<file path="config.mk">
export PLATFORM = sky130hd
export DESIGN_NAME = refresh_req_gen
export DESIGN_NICKNAME = d
export VERILOG_FILES = /design/src/rtl/rr_pkg.sv /design/src/rtl/rr_interval.sv /design/src/rtl/rr_bus_arb.sv /design/src/rtl/refresh_req_gen.sv
export SDC_FILE = /design/constraint.sdc
export NUM_CORES = 1
export LEC_CHECK = 0
export BUFFER_PORTS_ARGS = -buffer_cell sky130_fd_sc_hd__buf_4
export CAP_MARGIN = 40
export CORE_MARGIN = 8
export CORE_UTILIZATION = 35
export DETAILED_ROUTE_END_ITERATION = 8
export HOLD_SLACK_MARGIN = 0.08
export PLACE_DENSITY = 0.65
export SYNTH_ARGS = -nofsm -noshare
export SYNTH_HDL_FRONTEND = slang
export SYNTH_HIERARCHICAL = 1
export SYNTH_SLANG_ARGS = --single-unit
</file>
<file path="constraint.sdc">
create_clock -name clk -period 1.61 [get_ports clk]
set_input_delay 0.2415 -clock clk [delete_from_list [all_inputs] [get_ports clk]]
set_output_delay 0.2415 -clock clk [all_outputs]
set_load 0.005 [all_outputs]
</file>
<file path="src/rtl/rr_pkg.sv">
package rr_pkg;
  // ownership of the bus as seen by this block
  typedef enum logic [1:0] {
    BUS_IDLE = 2'd0,  // processor side owns the bus, nothing requested
    BUS_LENT = 2'd1,  // external master holds the bus
    BUS_RFSH = 2'd2   // refresh request presented to the bus interface
  } bus_state_e;
endpackage

</file>
<file path="src/rtl/rr_interval.sv">
module rr_interval #(
  parameter int PERIOD_W = 9
) (
  input  logic                clk,
  input  logic                rst_n,
  input  logic                enable_i,
  input  logic                load_i,
  input  logic [PERIOD_W-1:0] period_i,
  output logic                expire_o
);
  localparam logic [PERIOD_W-1:0] CNT_ZERO = '0;
  localparam logic [PERIOD_W-1:0] CNT_ONE  = {{(PERIOD_W-1){1'b0}}, 1'b1};

  logic [PERIOD_W-1:0] cnt_q, cnt_d;
  logic                run;

  always_comb begin
    run      = enable_i && !load_i;
    expire_o = run && (cnt_q == CNT_ZERO);
    if (!run || expire_o) cnt_d = period_i;
    else                  cnt_d = cnt_q - CNT_ONE;
  end

  always_ff @(posedge clk or negedge rst_n) begin
    if (!rst_n) cnt_q <= CNT_ZERO;
    else        cnt_q <= cnt_d;
  end

  // an expiry starts a fresh interval from the period value
  assert_expiry_reload_R1: assert property (@(posedge clk) disable iff (!rst_n)
    expire_o |=> (cnt_q == $past(period_i)));

  // a load pulse never produces an expiry in its own cycle
  assert_load_no_expiry_R2: assert property (@(posedge clk) disable iff (!rst_n)
    load_i |-> !expire_o);
endmodule

</file>
<file path="src/rtl/rr_bus_arb.sv">
module rr_bus_arb
  import rr_pkg::*;
(
  input  logic clk,
  input  logic rst_n,
  input  logic enable_i,
  input  logic owed_i,
  input  logic hold_req_i,
  input  logic done_i,
  output logic hold_ack_o,
  output logic rfsh_req_o
);
  bus_state_e state_q, state_d;
  logic       quiet_q;  // hold request was low at the previous edge

  always_comb begin
    state_d = state_q;
    unique case (state_q)
      BUS_IDLE: begin
        if (enable_i && owed_i && quiet_q) state_d = BUS_RFSH;
        else if (hold_req_i && !owed_i)    state_d = BUS_LENT;
      end
      BUS_LENT: begin
        if (owed_i || !hold_req_i) state_d = BUS_IDLE;
      end
      BUS_RFSH: begin
        if (done_i || !enable_i) state_d = BUS_IDLE;
      end
      default: state_d = BUS_IDLE;
    endcase
  end

  always_ff @(posedge clk or negedge rst_n) begin
    if (!rst_n) begin
      state_q <= BUS_IDLE;
      quiet_q <= 1'b0;
    end else begin
      state_q <= state_d;
      quiet_q <= !hold_req_i;
    end
  end

  assign hold_ack_o = (state_q == BUS_LENT);
  assign rfsh_req_o = (state_q == BUS_RFSH);

  // an owed refresh takes the bus back on the next edge
  assert_reclaim_R7: assert property (@(posedge clk) disable iff (!rst_n)
    (owed_i && hold_ack_o) |=> !hold_ack_o);

  // a request only rises after hold request was low a full clock
  assert_release_gap_R8: assert property (@(posedge clk) disable iff (!rst_n)
    $rose(rfsh_req_o) |-> !$past(hold_req_i, 2));
endmodule

</file>
<file path="src/rtl/refresh_req_gen.sv">
module refresh_req_gen #(
  parameter int PERIOD_W    = 9,
  parameter int SYNC_STAGES = 2
) (
  input  logic                clk,
  input  logic                rst_n,
  input  logic                cfg_enable,
  input  logic [PERIOD_W-1:0] cfg_period,
  input  logic                cfg_load,
  input  logic                hold_req,
  input  logic                rfsh_ack,
  output logic                hold_ack,
  output logic                rfsh_req
);
  logic [SYNC_STAGES-1:0] rst_pipe_q;
  logic                   rst_sync_n;
  logic                   expire;
  logic                   owed_q, owed_d;

  // reset asserts at once, releases on a clock edge
  generate
    if (SYNC_STAGES == 1) begin : g_sync_one
      always_ff @(posedge clk or negedge rst_n) begin
        if (!rst_n) rst_pipe_q <= '0;
        else        rst_pipe_q <= 1'b1;
      end
    end else begin : g_sync_chain
      always_ff @(posedge clk or negedge rst_n) begin
        if (!rst_n) rst_pipe_q <= '0;
        else        rst_pipe_q <= {rst_pipe_q[SYNC_STAGES-2:0], 1'b1};
      end
    end
  endgenerate
  assign rst_sync_n = rst_pipe_q[SYNC_STAGES-1];

  rr_interval #(.PERIOD_W(PERIOD_W)) u_interval (
    .clk      (clk),
    .rst_n    (rst_sync_n),
    .enable_i (cfg_enable),
    .load_i   (cfg_load),
    .period_i (cfg_period),
    .expire_o (expire)
  );

  // owed-refresh flag: expiry wins over a simultaneous acknowledge
  always_comb begin
    owed_d = owed_q;
    if (!cfg_enable)               owed_d = 1'b0;
    else if (expire)               owed_d = 1'b1;
    else if (rfsh_ack && rfsh_req) owed_d = 1'b0;
  end

  always_ff @(posedge clk or negedge rst_sync_n) begin
    if (!rst_sync_n) owed_q <= 1'b0;
    else             owed_q <= owed_d;
  end

  rr_bus_arb u_arb (
    .clk        (clk),
    .rst_n      (rst_sync_n),
    .enable_i   (cfg_enable),
    .owed_i     (owed_q),
    .hold_req_i (hold_req),
    .done_i     (rfsh_ack),
    .hold_ack_o (hold_ack),
    .rfsh_req_o (rfsh_req)
  );

  // disabled means no request from the next edge
  assert_off_silent_R3: assert property (@(posedge clk) disable iff (!rst_sync_n)
    !cfg_enable |=> !rfsh_req);

  // a request only drops through acknowledge or disable
  assert_req_held_R4: assert property (@(posedge clk) disable iff (!rst_sync_n)
    $fell(rfsh_req) |-> ($past(rfsh_ack) || !$past(cfg_enable)));

  // the bus is never granted to both sides
  assert_bus_exclusive_R9: assert property (@(posedge clk) disable iff (!rst_sync_n)
    !(hold_ack && rfsh_req));

  // outputs quiet while reset is held
  always_comb begin
    if (!rst_sync_n) assert_reset_quiet_R10: assert (!hold_ack && !rfsh_req);
  end
endmodule

</file>
==> reports/qor.yml <==
tritoncts: "built"
dp_cells: 117
fin_util_pct: 53.09
diodes: 0
syn_to_final_growth_pct: 45.84
finalWorstSetupSlack_ns: -0.005248
drt-total-wl_um: 1665
vdd_drop_max_mv: 0.5759
crit_path_start_kind: "flip-flop"
synthDistinctLibCells: 25
yosys.area_share.adder_pct: 1.770
fin_skew_ns: 0.007287
failed_checks: "negative setup slack"
routabilityCongestion: 0.7109
avgSynthCellArea_um2: 10.40
vias: 588
synth-async-reset-ratio_pct: 100.0
drt_iter0_drc: 1
synth_area_um2: 706.9
root_buffer: "clkbuf_4"
synth_ff_type: "dfrtp_1"
num_io_pins: 17
cp_slowest_stage_delay_ns: 0.56
dieArea_um2: 3714
slew_viol_final: 0
synth_area_leaders: "dfrtp_1 (53%), nor2_1 (5.8%), xnor2_1 (5.0%)"
yosys.area_share.xor_xnor_pct: 4.956
fin_cells: 127
synth_seq_area_share_pct: 53.10
yosysWarnings: 6
synth_edf_count: 0
routedWlPerCell_um: 13.11
clockBufferDepth: 2
grt_start_max_net_pins: 14
cts_max_level: 1
arrival_ns: 1.80
min_path_type: "input pin to flip-flop"
finalSetupViolations: 1
syn_nets: 84
rows: 16
clk_pin_slew_ns: 0.10
required_ns: 1.79
crit_slowest_cell: "or4_4"
worstPathMaxFanout: 3
dieWidth_um: 60.94
outcome: "finished, violations left"
critPathTopFamily: "simple AND/OR/NAND/NOR gates"
placed_cell_area_um2: 908.4
fmax_mhz: 619.1
ant_nets: 0
synth.area.mux_share_pct: 1.593
rsz0062_at_grt: "true"
grt_pass1_wl_um: 2553
postSynthCellCount: 68
track_usage_pct: 9.598
finalPower_uw: 803.0
firstDrtPassIters: 3
maxSlewHeadroom_pct: 64.80
overflow: 0
final_area_um2: 1031
vias_per_cell: 4.630
design.core.area_um2: 1942
grt_pass1_vias: 596
dp_hpwl_um: 1138
yosys.area.top_type: "dfrtp_1"
finalCriticalPeriod_ns: 1.615
crit_buf_inv: 1
synth_top_family_by_area: "simple AND/OR/NAND/NOR gates"
endpoint_kind: "flip-flop"
worst_pin_slew_ns: 0.5280
pre_cts_slack_ns: 0.01584
synth_simple_gate_area_share_pct: 22.83
drcViolationCount: 0
crit_type: "flip-flop to flip-flop"
ys_seq_elements: 15
clkLatencyLatePin_ns: 0.29
synth_compound_area_share_pct: 11.86
layout-drive-gt1-share_pct: 40.00
crit_chain: "buf_6, or4_4, nor4_4, xnor2_1, a21oi_2"
fin_crit_sh_pct: 100.3
final_nets: 117
power_density_nw_per_um2: 778.8
cts_buffers: 3
dieHeight_um: 60.94
synth_top_area_share_pct: 53.10
start_util_pct: 36.40
hold_viol: 0
cellLeakagePower_nw: 0.4549
numPortBuffers: 16
maxCapViolations: 0
cts.sink_count: 15
antenna_found_initial: 0
[synth_stat cells, types with 2 or more instances]
cell	number
a21oi_1	5
a31oi_1	3
dfrtp_1	15
inv_1	5
nand2_1	3
nand2b_1	3
nand3b_1	2
nor2_1	11
nor3_1	2
xnor2_1	4
[layout by cell type, fill, tap and decap left out]
cell / instances
a21oi_1: 5
a21oi_2: 1
a31oi_1: 3
a31oi_4: 1
and2b_1: 1
buf_2: 1
buf_4: 22
buf_6: 4
clkbuf_4: 3
clkinvlp_4: 1
conb_1: 1
dfrtp_1: 15
dlygate4sd3_1: 2
ha_2: 1
inv_1: 5
mux2_4: 1
nand2_1: 3
nand2b_1: 3
nand3b_1: 2
nor2_1: 10
nor2_2: 1
nor2b_1: 1
nor3_1: 2
nor3b_4: 1
nor4_2: 1
nor4_4: 1
o21ai_1: 1
o22ai_1: 1
o31ai_1: 1
or4_4: 1
xnor2_1: 4
[registers in the layout, summed over array words and instances, names as in the netlist]
| signal | cells |
|---|---|
| owed_q | 1 |
| rst_pipe_q | 2 |
| u_interval/cnt_q | 9 |
| u_arb/quiet_q | 1 |
| u_arb/state_q | 2 |
[metrics by stage]
stage	hold WS, ns	setup TNS (ns)
after floorplan	-0.05409	0
after global routing	0.1337	-0.2441
after CTS	0.1198	0
final	0.1312	-0.005248
after detailed placement	0.02648	0
after global placement	0.02413	0
[cell type report]
class | count | area [um2]
fill | 183 | 910.9
sequential | 15 | 375.4
multi-input combinational | 47 | 337.8
timing repair buffer | 29 | 235.2
tap | 27 | 33.78
clock buffer | 3 | 22.52
inverter | 5 | 18.77
clock inverter | 1 | 7.507
[where the power goes]
group          total (mW)  leakage [nW]  switching (mW)  internal [mW]
registers           0.434         0.178          0.0319          0.402
logic               0.145         0.263          0.0586         0.0865
clock network       0.224        0.0139           0.130         0.0946
total               0.803         0.455           0.220          0.583
[cells by family after synthesis]
logic type / Yosys count
other: 1
buffers and inverters: 6
multiplexers: 1
AO/OA/AOI/OAI: 13
XOR/XNOR: 4
adder cells (fa/ha/maj): 1
AND/OR/NAND/NOR: 27
flip-flops: 15
[final timing paths]
kind	to	cells past startpoint	slack [ns]	from
max	u_interval/cnt_q[7]	5	-0.005	u_interval/cnt_q[1]
min	owed_q	2	0.13	rfsh_ack
max reg2reg	u_interval/cnt_q[7]	5	-0.005	u_interval/cnt_q[1]
min reg2reg	u_interval/cnt_q[2]	0	0.22	rst_pipe_q[1]
max in group asynchronous	u_interval/cnt_q[7]	0	1.03	rst_pipe_q[1]
min in group asynchronous	u_interval/cnt_q[2]	0	0.22	rst_pipe_q[1]
[per-layer routing]
layer | share of wire, % | vias up | global-route usage (%)
met2 | 51 | 10 | 15.84
met1 | 44 | 281 | 9.963
met3 | 4.2 | 5 | 5.085
met4 | 1.0 | 0 | 3.987
met5 | 0 | - | 0
li1 | - | 292 | -
[what timing repair did]
| action | in CTS | in global routing |
|---|---|---|
| hold endpoints to repair | 3 | 0 |
| gates cloned | 0 | 1 |
| setup endpoints to repair | 2 | 10 |
| pin swaps | 0 | 3 |
| buffers inserted | 0 | 3 |
| hold buffers | 2 | 0 |
| resized for setup | 3 | 7 |
(Power assumes the default switching activity.)
